`src/rtl/walker_pkg.sv`:
```
package walker_pkg;
    localparam int WORD_W  = 32;
    localparam int OFF_W   = 12;
    localparam int IDX_W   = 10;
    localparam int FRAME_W = WORD_W - OFF_W;
    localparam int BIG_W   = WORD_W - OFF_W - IDX_W;
    localparam int ENT_SH  = WORD_W - FRAME_W - IDX_W;
    localparam int CODE_W  = 3;
    localparam int CATTR_W = 2;

    // entry bit positions (the walker decodes these)
    localparam int B_PRES  = 0;
    localparam int B_WRITE = 1;
    localparam int B_USER  = 2;
    localparam int B_CA_LO = 3;
    localparam int B_ACC   = 5;
    localparam int B_DIRTY = 6;
    localparam int B_SIZE  = 7;
    localparam int B_GLOB  = 8;

    typedef enum logic [3:0] {
        S_IDLE,
        S_DIR_RD,
        S_DIR_WAIT,
        S_TBL_RD,
        S_TBL_WAIT,
        S_CHECK,
        S_DIR_WB,
        S_DIR_WB_WAIT,
        S_TBL_WB,
        S_TBL_WB_WAIT,
        S_DONE
    } walk_state_t;
endpackage

```
`src/rtl/walk_addr.sv`:
```
module walk_addr
    import walker_pkg::*;
(
    input  logic [FRAME_W-1:0] base_frame,
    input  logic [WORD_W-1:0]  va,
    input  logic [FRAME_W-1:0] dir_frame,
    input  logic [FRAME_W-1:0] leaf_frame,
    input  logic               big,
    output logic [WORD_W-1:0]  dir_addr,
    output logic [WORD_W-1:0]  tbl_addr,
    output logic [WORD_W-1:0]  phys
);
    localparam int DIR_LO = OFF_W + IDX_W;

    assign dir_addr = {base_frame, va[WORD_W-1:DIR_LO], {ENT_SH{1'b0}}};
    assign tbl_addr = {dir_frame, va[DIR_LO-1:OFF_W], {ENT_SH{1'b0}}};

    always_comb begin
        if (big) begin
            phys = {dir_frame[FRAME_W-1 -: BIG_W], va[DIR_LO-1:0]};
        end else begin
            phys = {leaf_frame, va[OFF_W-1:0]};
        end
    end
endmodule

```
`src/rtl/walk_perm.sv`:
```
module walk_perm
    import walker_pkg::*;
(
    input  logic [WORD_W-1:0]  dir_ent,
    input  logic [WORD_W-1:0]  tbl_ent,
    input  logic               big,
    input  logic               wr,
    input  logic               user,
    output logic               prot_fault,
    output logic               eff_rw,
    output logic               eff_us,
    output logic [WORD_W-1:0]  dir_new,
    output logic [WORD_W-1:0]  tbl_new,
    output logic               dir_upd,
    output logic               tbl_upd,
    output logic [CATTR_W-1:0] leaf_cattr,
    output logic               leaf_glob
);
    logic [WORD_W-1:0] leaf;
    logic [WORD_W-1:0] dir_set;
    logic [WORD_W-1:0] tbl_set;

    always_comb begin
        leaf       = big ? dir_ent : tbl_ent;
        eff_rw     = dir_ent[B_WRITE] & (big | tbl_ent[B_WRITE]);
        eff_us     = dir_ent[B_USER]  & (big | tbl_ent[B_USER]);
        prot_fault = (user & ~eff_us) | (wr & ~eff_rw);

        dir_set          = '0;
        dir_set[B_ACC]   = 1'b1;
        dir_set[B_DIRTY] = big & wr;
        tbl_set          = '0;
        tbl_set[B_ACC]   = 1'b1;
        tbl_set[B_DIRTY] = wr;

        dir_new = dir_ent | dir_set;
        tbl_new = tbl_ent | tbl_set;
        dir_upd = (dir_new != dir_ent);
        tbl_upd = ~big & (tbl_new != tbl_ent);

        leaf_cattr = leaf[B_CA_LO +: CATTR_W];
        leaf_glob  = leaf[B_GLOB];
    end
endmodule

```
`src/rtl/pt_walker.sv`:
```
module pt_walker
    import walker_pkg::*;
(
    input  logic                 clk,
    input  logic                 rst_n,
    input  logic [FRAME_W-1:0]   dir_base,
    input  logic                 large_en,
    input  logic                 req_valid,
    input  logic [WORD_W-1:0]    req_va,
    input  logic                 req_write,
    input  logic                 req_user,
    output logic                 busy,
    output logic                 mem_req_valid,
    output logic                 mem_req_we,
    output logic [WORD_W-1:0]    mem_req_addr,
    output logic [WORD_W-1:0]    mem_req_wdata,
    input  logic                 mem_resp_valid,
    input  logic [WORD_W-1:0]    mem_resp_rdata,
    output logic                 done,
    output logic                 fault,
    output logic [CODE_W-1:0]    fault_code,
    output logic [WORD_W-1:0]    res_pa,
    output logic                 res_rw,
    output logic                 res_us,
    output logic                 res_large,
    output logic [CATTR_W-1:0]   res_cattr,
    output logic                 res_global
);
    walk_state_t state_q, state_d;

    logic [FRAME_W-1:0] base_q;
    logic [WORD_W-1:0]  va_q, pde_q, pte_q;
    logic               wr_q, user_q, big_en_q, big_q, wrote_q;
    logic [1:0]         rd_cnt_q;

    logic [WORD_W-1:0]  dir_addr, tbl_addr, phys;
    logic [WORD_W-1:0]  dir_new, tbl_new;
    logic               prot_fault, eff_rw, eff_us, dir_upd, tbl_upd, leaf_glob;
    logic [CATTR_W-1:0] leaf_cattr;

    logic               accept, dir_miss, tbl_miss, go_big;

    walk_addr u_addr (
        .base_frame (base_q),
        .va         (va_q),
        .dir_frame  (pde_q[WORD_W-1:OFF_W]),
        .leaf_frame (pte_q[WORD_W-1:OFF_W]),
        .big        (big_q),
        .dir_addr   (dir_addr),
        .tbl_addr   (tbl_addr),
        .phys       (phys)
    );

    walk_perm u_perm (
        .dir_ent    (pde_q),
        .tbl_ent    (pte_q),
        .big        (big_q),
        .wr         (wr_q),
        .user       (user_q),
        .prot_fault (prot_fault),
        .eff_rw     (eff_rw),
        .eff_us     (eff_us),
        .dir_new    (dir_new),
        .tbl_new    (tbl_new),
        .dir_upd    (dir_upd),
        .tbl_upd    (tbl_upd),
        .leaf_cattr (leaf_cattr),
        .leaf_glob  (leaf_glob)
    );

    assign accept   = (state_q == S_IDLE) && req_valid;
    assign dir_miss = (state_q == S_DIR_WAIT) && mem_resp_valid && !mem_resp_rdata[B_PRES];
    assign tbl_miss = (state_q == S_TBL_WAIT) && mem_resp_valid && !mem_resp_rdata[B_PRES];
    assign go_big   = big_en_q && mem_resp_rdata[B_SIZE];

    // state register
    always_ff @(posedge clk) begin
        if (!rst_n) begin
            state_q <= S_IDLE;
        end else begin
            state_q <= state_d;
        end
    end

    // next state
    always_comb begin
        state_d = state_q;
        unique case (state_q)
            S_IDLE:        if (req_valid) state_d = S_DIR_RD;
            S_DIR_RD:      state_d = S_DIR_WAIT;
            S_DIR_WAIT: begin
                if (mem_resp_valid) begin
                    if (!mem_resp_rdata[B_PRES]) state_d = S_DONE;
                    else if (go_big)             state_d = S_CHECK;
                    else                         state_d = S_TBL_RD;
                end
            end
            S_TBL_RD:      state_d = S_TBL_WAIT;
            S_TBL_WAIT: begin
                if (mem_resp_valid) begin
                    state_d = mem_resp_rdata[B_PRES] ? S_CHECK : S_DONE;
                end
            end
            S_CHECK: begin
                if (prot_fault)   state_d = S_DONE;
                else if (dir_upd) state_d = S_DIR_WB;
                else if (tbl_upd) state_d = S_TBL_WB;
                else              state_d = S_DONE;
            end
            S_DIR_WB:      state_d = S_DIR_WB_WAIT;
            S_DIR_WB_WAIT: begin
                if (mem_resp_valid) state_d = tbl_upd ? S_TBL_WB : S_DONE;
            end
            S_TBL_WB:      state_d = S_TBL_WB_WAIT;
            S_TBL_WB_WAIT: if (mem_resp_valid) state_d = S_DONE;
            S_DONE:        state_d = S_IDLE;
            default:       state_d = S_IDLE;
        endcase
    end

    // walk context and captured entries
    always_ff @(posedge clk) begin
        if (!rst_n) begin
            base_q   <= '0;
            va_q     <= '0;
            wr_q     <= 1'b0;
            user_q   <= 1'b0;
            big_en_q <= 1'b0;
            big_q    <= 1'b0;
            pde_q    <= '0;
            pte_q    <= '0;
            rd_cnt_q <= '0;
            wrote_q  <= 1'b0;
        end else begin
            if (accept) begin
                base_q   <= dir_base;
                va_q     <= req_va;
                wr_q     <= req_write;
                user_q   <= req_user;
                big_en_q <= large_en;
                big_q    <= 1'b0;
                rd_cnt_q <= '0;
                wrote_q  <= 1'b0;
            end
            if (state_q == S_DIR_WAIT && mem_resp_valid) begin
                pde_q <= mem_resp_rdata;
                big_q <= mem_resp_rdata[B_PRES] && go_big;
            end
            if (state_q == S_TBL_WAIT && mem_resp_valid) begin
                pte_q <= mem_resp_rdata;
            end
            if (mem_req_valid && !mem_req_we && rd_cnt_q != 2'd3) begin
                rd_cnt_q <= rd_cnt_q + 2'd1;
            end
            if (mem_req_valid && mem_req_we) begin
                wrote_q <= 1'b1;
            end
        end
    end

    // result registers
    always_ff @(posedge clk) begin
        if (!rst_n) begin
            fault      <= 1'b0;
            fault_code <= '0;
            res_pa     <= '0;
            res_rw     <= 1'b0;
            res_us     <= 1'b0;
            res_large  <= 1'b0;
            res_cattr  <= '0;
            res_global <= 1'b0;
        end else if (dir_miss || tbl_miss) begin
            fault      <= 1'b1;
            fault_code <= {user_q, wr_q, 1'b0};
            res_pa     <= '0;
            res_rw     <= 1'b0;
            res_us     <= 1'b0;
            res_large  <= 1'b0;
            res_cattr  <= '0;
            res_global <= 1'b0;
        end else if (state_q == S_CHECK) begin
            fault      <= prot_fault;
            fault_code <= prot_fault ? {user_q, wr_q, 1'b1} : '0;
            res_pa     <= prot_fault ? '0 : phys;
            res_rw     <= ~prot_fault & eff_rw;
            res_us     <= ~prot_fault & eff_us;
            res_large  <= ~prot_fault & big_q;
            res_cattr  <= prot_fault ? '0 : leaf_cattr;
            res_global <= ~prot_fault & leaf_glob;
        end
    end

    // outputs
    always_comb begin
        busy          = (state_q != S_IDLE);
        done          = (state_q == S_DONE);
        mem_req_valid = 1'b0;
        mem_req_we    = 1'b0;
        mem_req_addr  = '0;
        mem_req_wdata = '0;
        unique case (state_q)
            S_DIR_RD: begin
                mem_req_valid = 1'b1;
                mem_req_addr  = dir_addr;
            end
            S_TBL_RD: begin
                mem_req_valid = 1'b1;
                mem_req_addr  = tbl_addr;
            end
            S_DIR_WB: begin
                mem_req_valid = 1'b1;
                mem_req_we    = 1'b1;
                mem_req_addr  = dir_addr;
                mem_req_wdata = dir_new;
            end
            S_TBL_WB: begin
                mem_req_valid = 1'b1;
                mem_req_we    = 1'b1;
                mem_req_addr  = tbl_addr;
                mem_req_wdata = tbl_new;
            end
            default: ;
        endcase
    end


    req_pulse_chk: assert property (@(posedge clk) disable iff (!rst_n)
        mem_req_valid |=> !mem_req_valid);


    done_pulse_chk: assert property (@(posedge clk) disable iff (!rst_n)
        done |=> !done);


    miss_no_write_chk: assert property (@(posedge clk) disable iff (!rst_n)
        (done && fault && !fault_code[0]) |-> !wrote_q);


    prot_no_write_chk: assert property (@(posedge clk) disable iff (!rst_n)
        (done && fault && fault_code[0]) |-> !wrote_q);


    code_source_chk: assert property (@(posedge clk) disable iff (!rst_n)
        (done && fault) |-> (fault_code[1] == wr_q && fault_code[2] == user_q));


    big_one_read_chk: assert property (@(posedge clk) disable iff (!rst_n)
        (done && !fault && res_large) |-> (rd_cnt_q == 2'd1));


    small_two_read_chk: assert property (@(posedge clk) disable iff (!rst_n)
        (done && !fault && !res_large) |-> (rd_cnt_q == 2'd2));


    wb_marks_acc_chk: assert property (@(posedge clk) disable iff (!rst_n)
        (mem_req_valid && mem_req_we) |-> (mem_req_wdata[B_ACC] && mem_req_wdata[B_PRES]));
endmodule

```
`config.mk`:
```
export PLATFORM = sky130hd
export DESIGN_NAME = pt_walker
export DESIGN_NICKNAME = d
export VERILOG_FILES = /design/src/rtl/walker_pkg.sv /design/src/rtl/walk_addr.sv /design/src/rtl/walk_perm.sv /design/src/rtl/pt_walker.sv
export SDC_FILE = /design/constraint.sdc
export NUM_CORES = 1
export LEC_CHECK = 0
export CAP_MARGIN = 40
export CORE_MARGIN = 3
export CORE_UTILIZATION = 45
export CTS_BUF_LIST = sky130_fd_sc_hd__clkbuf_4
export CTS_CLUSTER_DIAMETER = 50
export CTS_CLUSTER_SIZE = 12
export DETAILED_ROUTE_END_ITERATION = 10
export GPL_TIMING_DRIVEN = 0
export PLACE_DENSITY_LB_ADDON = 0.3
export SLEW_MARGIN = 10
export SYNTH_ARGS = -nofsm -noshare
export SYNTH_HDL_FRONTEND = slang
export SYNTH_SLANG_ARGS = --single-unit
```
`constraint.sdc`:
```
create_clock -name clk -period 2.72 [get_ports clk]
set_clock_uncertainty 0.2 [all_clocks]
set_input_delay 0.544 -clock clk [delete_from_list [all_inputs] [get_ports clk]]
set_output_delay 0.544 -clock clk [all_outputs]
set_load 0.02 [all_outputs]
```
==> metrics.csv, run 1 <==
metric;value;unit
status;complete, but fails checks;
violations;negative setup slack;
dp_hpwl;16900;um
gr-usage-all-layers;26.2;%
drv_slew;0;
row_count;45;
hold_path_class;in2reg;
maxCapViolations;0;
ys_seq_area_share;45.5;%
final_core_util;67.6;%
final_area;10500;um^2
yosysTopAreaCell;dfxtp_1;
ys_ff_latch;166;
path_class;reg2out;
layout-drive-gt1-share;21.1;%
required;1.98;ns
post-route-period-util;107;%
hold_violations;0;
p_leak;3.82;nW
worst_setup_path_start_kind;register;
slowest_delay;0.35;ns
ctsHoldBuffers;0;
critical_path_peak_fanout;10;
path_cells;buf_6 > inv_8 > or3_4 > a21oi_4 > buf_12 > buf_8 > a22o_1 > buf_6;
die_x;133;um
synth_area;7300;um^2
clk_pin_slew;0.13;ns
max_slew.worst_pin.slew;0.675;ns
synth_most_common_cell;nand2_1;
drc_errors;0;
grt_pass1_vias;7026;
timing.final.ws_setup;-0.197;ns
numPortBuffers;196;
drtPass1Iterations;5;
ys_types;55;
cts_tree;yes;
coreArea;15500;um^2
ir_drop;321;uV
grt_pass1_wl;37400;um
rsz0062_at_grt;yes;
vias;7356;
avgViaCountPerCell;5.47;
synth_top_cells_by_count;248 x nand2_1, 166 x dfxtp_1, 130 x a21oi_1, 61 x a22o_1, 49 x nor2_1;
place.gp.congestion;0.917;
pre_cts_slack;-0.367;ns
cp.arrival;2.17;ns
synth_edf_count;0;
yosys_warnings;0;
synthToLayoutAreaGrowth;44.1;%
synthCells;874;
grt_max_degree;20;
die_y;133;um
clock_latency;0.56;ns
drt_iter0_markers;574;
critPathBufInv;5;
post_synth.cell_area_avg;8.35;um^2
antenna_cells;0;
ctsHtreeMaxLevel;4;
overflow;0;
rrSetupSlack;0.67;ns
avgRoutedWirePerCell;18.0;um
cts_root_buf;clkbuf_4;
max_clock_freq;343;MHz
power.density;545;nW/um^2
fp.dieArea;17800;um^2
relSlewSlack;55.0;%
ant_nets;0;
crit_slowest_cell;dfxtp_2;
wl;24200;um
path_delay_family;buffers and inverters;
endpoint_kind;output port;
ys.flop_type;dfxtp_1;
io_pins;201;
cts_made_buffers;17;
setup_violations;63;
start_util;46.9;%
postSynth.asyncResetShare;0;%
whs;0.109;ns
place_area;9530;um^2
nFillCells;1298;
cts_buffer_depth;2;
ys_top_cells_by_area;dfxtp_1 46%, nand2_1 13%, a21oi_1 8.9%;
fin_crit;2.92;ns
clock-sinks;166;
power;5.73;mW
antenna_found_initial;0;
nNetsFinal;1212;
yosysTopAreaCellShare;45.5;%
worst_path_most_repeated_cell;buf_6;
-- flip-flops by register name, summed over array words and instances (netlist names), 2 cells and up --
register	flops
state_q	4
pte_q	32
fault_code	3
res_cattr	2
pde_q	32
res_pa	32
base_q	20
va_q	32
-- final timing paths --
| kind | start | to | depth (start not counted) |
|---|---|---|---|
| setup / recovery | state_q[0]$_SDFFE_PN0P_ | mem_req_addr[27] | 8 |
| hold / removal | rst_n | state_q[0]$_SDFFE_PN0P_ | 3 |
| setup reg to reg | state_q[0]$_SDFFE_PN0P_ | pde_q[26]$_SDFFE_PN0P_ | 7 |
| hold reg to reg | base_q[19]$_SDFFE_PN0P_ | base_q[19]$_SDFFE_PN0P_ | 2 |
-- cell families (layout without fill, tap and decap cells) --
kind of cell | Yosys count | count (layout) | synth area share, %
AND/OR/NAND/NOR | 331 | 331 | 18.7
AO/OA/AOI/OAI | 263 | 263 | 25.2
flip-flops | 166 | 166 | 45.5
buffers and inverters | 86 | 345 | 6.91
multiplexers | 24 | 24 | 3.29
XOR/XNOR | 3 | 3 | 0.360
other | 1 | 2 | 0.0514
-- layer usage --
| metal | track usage [%] | share of wire, % | vias up | routed length, um |
|---|---|---|---|---|
| met4 | 6.91 | 1.4 | 0 | 347 |
| met5 | 0 | 0 | - | 0 |
| met3 | 6.16 | 8.4 | 28 | 2040 |
| li1 | - | - | 3509 | - |
| met2 | 42.0 | 47 | 340 | 11400 |
| met1 | 35.8 | 43 | 3479 | 10500 |
-- metrics by stage --
step / std cells / setup TNS [ns]
floorplan: 875 / 0
global placement: 1282 / -18.51
global route: 1345 / -13.19
detailed placement: 1282 / -18.76
CTS: 1338 / -7.35
finish: 1345 / -8.02
-- layout make-up --
type,count,area [um^2],share of cell area [%]
Clock buffer,18,135,1.29
Multi-Input combinational cell,623,3570,34.0
Sequential cell,166,3330,31.7
Clock inverter,14,206,1.96
Timing Repair Buffer,229,2390,22.8
Tap cell,211,264,2.51
Inverter,5,26.3,0.250
Buffer,79,577,5.49
-- placed cells by master, fill, tap and decap left out, types with 6 or more instances in the layout --
cell type and count:
a211oi_2 20, a21oi_1 129, a22o_1 59, a22oi_1 17, buf_2 25, buf_4 32
buf_6 87, buf_8 6, clkbuf_1 20, clkbuf_4 18, clkdlybuf4s50_1 130, dfxtp_1 162
mux2i_1 24, nand2_1 247, nor2_1 46, o21ai_0 8
-- timing repair --
action	CTS	global route
setup endpoints to repair	66	65
cloned	5	2
buffers inserted	20	6
resized for setup	452	14
pin swaps	21	20
-- power breakdown --
group,internal [mW],switching (mW),leakage (nW),total [mW]
clock,0.824,0.847,0.171,1.67
combinational,0.633,0.753,2.30,1.39
sequential,2.57,0.103,1.35,2.67
-- worst min-delay path, delay by kind of cell --
| family | cells | cell delay (ns) |
|---|---|---|
| buffers and inverters | 1 | 0.16 |
| AO/OA/AOI/OAI | 1 | 0.06 |
| AND/OR/NAND/NOR | 1 | 0.07 |
No activity file was read; power rests on OpenSTA's default activity.
==> inputs of run 2 (changes only) <==
==> constraint.sdc (replaced) <==
create_clock -name clk -period 2.86 [get_ports clk]
set_clock_uncertainty 0.2 [all_clocks]
set_input_delay 0.572 -clock clk [delete_from_list [all_inputs] [get_ports clk]]
set_output_delay 0.572 -clock clk [all_outputs]
set_load 0.02 [all_outputs]
==> run 2 against run 1 <==
Against the previous run:
- the run still ends with negative setup slack left
- die area stayed put
- flip-flop and latch count stayed put
- core utilization shrank 0.24 points
- register-to-register slack better by 0.15 ns
- first-iteration DRC count up 10%
- global-route usage decreased by 0.14 points
- worst setup slack better by 0.12 ns
- hold slack better by 0.027 ns
- wire length down 0.52%
- critical path type unchanged
==> metrics.csv, run 2 (same netlist as run 1, synthesis figures left out) <==
metric;value;unit;change
worst_setup_path_start_kind;register;;
layout_common_cells;247 x nand2_1, 162 x dfxtp_1, 130 x clkdlybuf4s50_1;;
place_area;9530;um^2;unchanged
drv_slew;0;;unchanged
rsz0062_at_grt;yes;;
avgRoutedWirePerCell;18.0;um;-0.37%
nFillCells;1311;;+1.0%
wl;24100;um;-0.52%
drt_iter0_markers;634;;+10%
clk_pin_slew;0.13;ns;about the same
clock-sinks;166;;unchanged
ir_drop;306;uV;-4.5%
timing.final.ws_setup;-0.0773;ns;+0.120 ns
layout_commonest_cell;nand2_1;;
status;complete, but fails checks;;
required;2.09;ns;+0.11 ns
die_y;133;um;unchanged
setup_violations;50;;-21%
relSlewSlack;55.0;%;about the same
tns;-1.78;ns;+6.24 ns
cts_root_buf;clkbuf_4;;
start_util;46.9;%;unchanged
fp.dieArea;17800;um^2;unchanged
p_leak;3.82;nW;about the same
ant_nets;0;;unchanged
final_area;10500;um^2;-0.36%
cts_buffer_depth;2;;unchanged
grt_pass1_vias;6938;;-1.3%
row_count;45;;unchanged
io_pins;201;;unchanged
ctsHtreeMaxLevel;4;;unchanged
gr-usage-all-layers;26.1;%;-0.14 points
drc_errors;0;;unchanged
numPortBuffers;196;;unchanged
placed_cells;1282;;unchanged
overflow;0;;unchanged
dp_hpwl;16900;um;unchanged
ctsHoldBuffers;0;;unchanged
coreArea;15500;um^2;unchanged
max_slew.worst_pin.slew;0.675;ns;-0.000519 ns
synthToLayoutAreaGrowth;43.5;%;
place.gp.congestion;0.917;;unchanged
grt_pass1_wl;37100;um;-0.66%
antenna_cells;0;;unchanged
clock_latency;0.56;ns;about the same
holdPathStages;3;;unchanged
grt_max_degree;20;;unchanged
antenna_found_initial;0;;unchanged
path_class;reg2out;;
max_clock_freq;340;MHz;
cts_made_buffers;17;;unchanged
multi_input_area;3570;um^2;unchanged
die_x;133;um;unchanged
r2r_cells;7;;unchanged
fin_crit;2.94;ns;
cp.arrival;2.17;ns;about the same
violations;negative setup slack;;
hold_path_class;in2reg;;
cts_tree;yes;;
critical_path_peak_fanout;10;;unchanged
vias;7308;;-0.65%
whs;0.136;ns;+0.0273 ns
endpoint_kind;output port;;
layout-drive-gt1-share;20.8;%;-0.23 points
ff_latch_area;3330;um^2;unchanged
power.density;520;nW/um^2;-4.6%
maxCapViolations;0;;unchanged
hold_violations;0;;unchanged
post-route-period-util;103;%;
drtPass1Iterations;5;;unchanged
avgViaCountPerCell;5.44;;-0.50%
nNetsFinal;1210;;-0.17%
instances_no_fill;1343;;-0.15%
## run 2: layout make-up
cell class,instances,share of cell area [%]
repair buffers,228,22.6
inverters,5,0.251
clock buffers,18,1.29
well taps,211,2.52
multi-input cells,623,34.1
plain buffers,78,5.40
clock inverters,14,1.97
flip-flops and latches,166,31.8
## run 2: critical path: stages, from the launching register on
cell and delay (ns):
dfxtp_2 0.35, buf_6 0.13, inv_8 0.03, or3_4 0.34
a21oi_4 0.17, buf_12 0.16, buf_8 0.14, a22o_1 0.16
buf_6 0.12
## run 2: per-stage QoR
stage	setup slack [ns]	utilization (%)	total power, mW
after floorplan	0.577	-	3.24
after global placement	-0.277	61.3	3.67
after detailed placement	-0.255	61.3	3.69
after CTS	-0.0883	66.0	5.42
after global routing	-0.161	67.4	5.68
final	-0.0773	67.4	5.45
## run 2: timing repair
action | CTS | global route
resized for setup | 411 | 45
buffers inserted | 19 | 6
pin swaps | 20 | 24
cloned | 5 | 2
endpoints found under the setup margin | 65 | 62
## run 2: routing by layer
metal	track usage, %	vias up	routed length, um	share of wire, %
met5	0	-	0	0
met4	6.46	0	433	1.8
met3	6.12	34	2050	8.5
met2	42.0	348	11300	47
met1	35.6	3427	10400	43
li1	-	3499	-	-
## run 2: power breakdown
part | leakage (nW) | switching [mW] | total (mW) | internal [mW]
logic | 2.30 | 0.712 | 1.31 | 0.597
clock network | 0.171 | 0.810 | 1.59 | 0.784
registers | 1.35 | 0.0983 | 2.54 | 2.45
## run 2: final timing paths
kind	end	startpoint	slack, ns
min	state_q[0]$_SDFFE_PN0P_	rst_n	0.14
min reg2reg	base_q[19]$_SDFFE_PN0P_	base_q[19]$_SDFFE_PN0P_	0.26
max	mem_req_addr[27]	state_q[0]$_SDFFE_PN0P_	-0.08
max reg2reg	pde_q[26]$_SDFFE_PN0P_	state_q[0]$_SDFFE_PN0P_	0.82
==> inputs of run 3 (changes only) <==
--- a/config.mk
+++ b/config.mk
@@ -6,6 +6,7 @@
 export NUM_CORES = 1
 export LEC_CHECK = 0
 export CAP_MARGIN = 40
+export CORE_ASPECT_RATIO = 2
 export CORE_MARGIN = 3
 export CORE_UTILIZATION = 45
 export CTS_BUF_LIST = sky130_fd_sc_hd__clkbuf_4
==> run 3 against run 2 <==
Against the previous run:
- the run still ends with negative setup slack left
- combinational power is 5% lower
- wire length is 4.5% higher
- first-iteration DRC count is 54% lower
- critical path type unchanged
- maximum frequency is 0.28% lower
- highest routed layer unchanged
- sequential share of layout area is 1.0 points higher
- hold slack better by 0.029 ns
- largest power group unchanged
==> metrics.csv, run 3 (same netlist as run 1, synthesis figures left out) <==
metric;value;unit;change
status;complete, but fails checks;;
violations;negative setup slack;;
clock_latency;0.55;ns;about the same
path_delay_family;buffers and inverters;;
hp-start;mem_resp_rdata[0];;
dp_hpwl;18400;um;+8.5%
slowest_delay;0.36;ns;about the same
ir_drop;304;uV;-0.86%
fp.dieArea;17900;um^2;+0.52%
placed_cells;1272;;-0.78%
wl;25200;um;+4.5%
worst_path_most_repeated_cell;buf_6;;
r2r-start;state_q[2]$_SDFFE_PN0P_;;
rsz0062_at_grt;yes;;
layout_commonest_cell;nand2_1;;
cts_buffer_depth;2;;unchanged
drtPass1Iterations;5;;unchanged
p_leak;3.71;nW;-2.9%
required;2.09;ns;about the same
max_clock_freq;339;MHz;-0.28%
timing.final.ws_setup;-0.0856;ns;-0.00834 ns
numPortBuffers;196;;unchanged
hold_path_class;in2reg;;
die_x;96.0;um;-28%
path_cells;buf_6 > inv_6 > or3_4 > a21oi_4 > buf_12 > buf_8 > a22o_1 > buf_6;;
die_y;186;um;+40%
overflow;0;;unchanged
synthToLayoutAreaGrowth;39.1;%;
setup_violations;26;;-48%
cts_tree;yes;;
nNetsFinal;1203;;-0.58%
clock-sinks;166;;unchanged
layout-drive-gt1-share;20.3;%;-0.56 points
grt_max_degree;20;;unchanged
io_pins;201;;unchanged
power;5.27;mW;-3.3%
layout_common_cells;247 x nand2_1, 162 x dfxtp_1, 131 x clkdlybuf4s50_1;;
gr-usage-all-layers;27.7;%;+1.6 points
clk_pin_slew;0.14;ns;about the same
hold_violations;0;;unchanged
grt_pass1_wl;37800;um;+1.7%
place.gp.congestion;0.972;;+6.0%
grt_pass1_vias;7337;;+5.8%
cts_root_buf;clkbuf_4;;
fin_crit;2.95;ns;+0.00834 ns
drt_iter0_markers;290;;-54%
avgViaCountPerCell;5.57;;+2.4%
power.density;519;nW/um^2;-0.23%
relSlewSlack;55.1;%;+0.093 points
vias;7390;;+1.1%
ant_nets;0;;unchanged
path_class;reg2out;;
ctsHoldBuffers;0;;unchanged
ctsHtreeMaxLevel;4;;unchanged
critical_path_peak_fanout;10;;unchanged
row_count;65;;+44%
start_util;46.0;%;-0.94 points
antenna_found_initial;1;;+1
endpoint_kind;output port;;
cts_made_buffers;17;;unchanged
maxCapViolations;0;;unchanged
startpoint;state_q[0]$_SDFFE_PN0P_;;
max_slew.worst_pin.slew;0.673;ns;-0.00139 ns
drc_errors;0;;unchanged
instances_no_fill;1326;;-1.3%
avgRoutedWirePerCell;19.0;um;+5.8%
nFillCells;1403;;+7.0%
crit_slowest_cell;or3_4;;
drv_slew;0;;unchanged
tns;-0.943;ns;+0.836 ns
critPathBufInv;5;;unchanged
worst_setup_path_start_kind;register;;
cp.arrival;2.17;ns;about the same
post-route-period-util;103;%;+0.29 points
coreArea;15900;um^2;+2.1%
-- run 3: tightest hold or removal path, stage by stage --
cell,delay [ns]
buf_2,0.17
nand2_1,0.08
a21oi_1,0.05
-- run 3: area by class of cell --
type                    count  area (um^2)  area share [%]
inverters                   5         23.8           0.234
clock buffers              18          135            1.33
well taps                 201          251            2.48
repair buffers            220         2110            20.8
plain buffers              79          581            5.72
diodes                      1         2.50          0.0247
multi-input cells         623         3550            35.0
clock inverters            13          164            1.62
flip-flops and latches    166         3330            32.9
-- run 3: routing by layer --
| metal | global-route usage (%) | part of all wire, % | wire length, um |
|---|---|---|---|
| met4 | 15.8 | 5.4 | 1360 |
| met2 | 50.5 | 54 | 13700 |
| met3 | 3.88 | 5.2 | 1320 |
| met5 | 0 | 0 | 0 |
| met1 | 29.4 | 35 | 8790 |
-- run 3: what timing repair did --
| item | CTS | global route |
|---|---|---|
| pin swaps | 7 | 18 |
| resized for setup | 371 | 31 |
| endpoints found under the setup margin | 66 | 63 |
| gates cloned | 3 | 3 |
| buffers inserted | 13 | 5 |
-- run 3: metrics by stage --
step	instance area (um^2)	hold slack, ns	util, %	setup slack, ns
after floorplan	7300	0.233	-	0.577
after global placement	9510	0.241	60.0	-0.309
after detailed placement	9510	0.248	60.0	-0.302
after CTS	9980	0.136	62.9	-0.0980
after global routing	10100	0.157	64.0	-0.132
final	10100	0.166	64.0	-0.0856
-- run 3: worst paths after layout --
path | slack [ns] | cells after the start | endpoint
setup reg to reg | 0.77 | 8 | va_q[31]$_SDFFE_PN0P_
hold / removal | 0.17 | 3 | pte_q[0]$_SDFFE_PN0P_
hold reg to reg | 0.26 | 2 | va_q[4]$_SDFFE_PN0P_
setup / recovery | -0.09 | 8 | mem_req_addr[25]
-- run 3: power by group --
group,switching [mW],internal (mW)
clock,0.911,0.557
sequential,0.0992,2.45
combinational,0.698,0.554
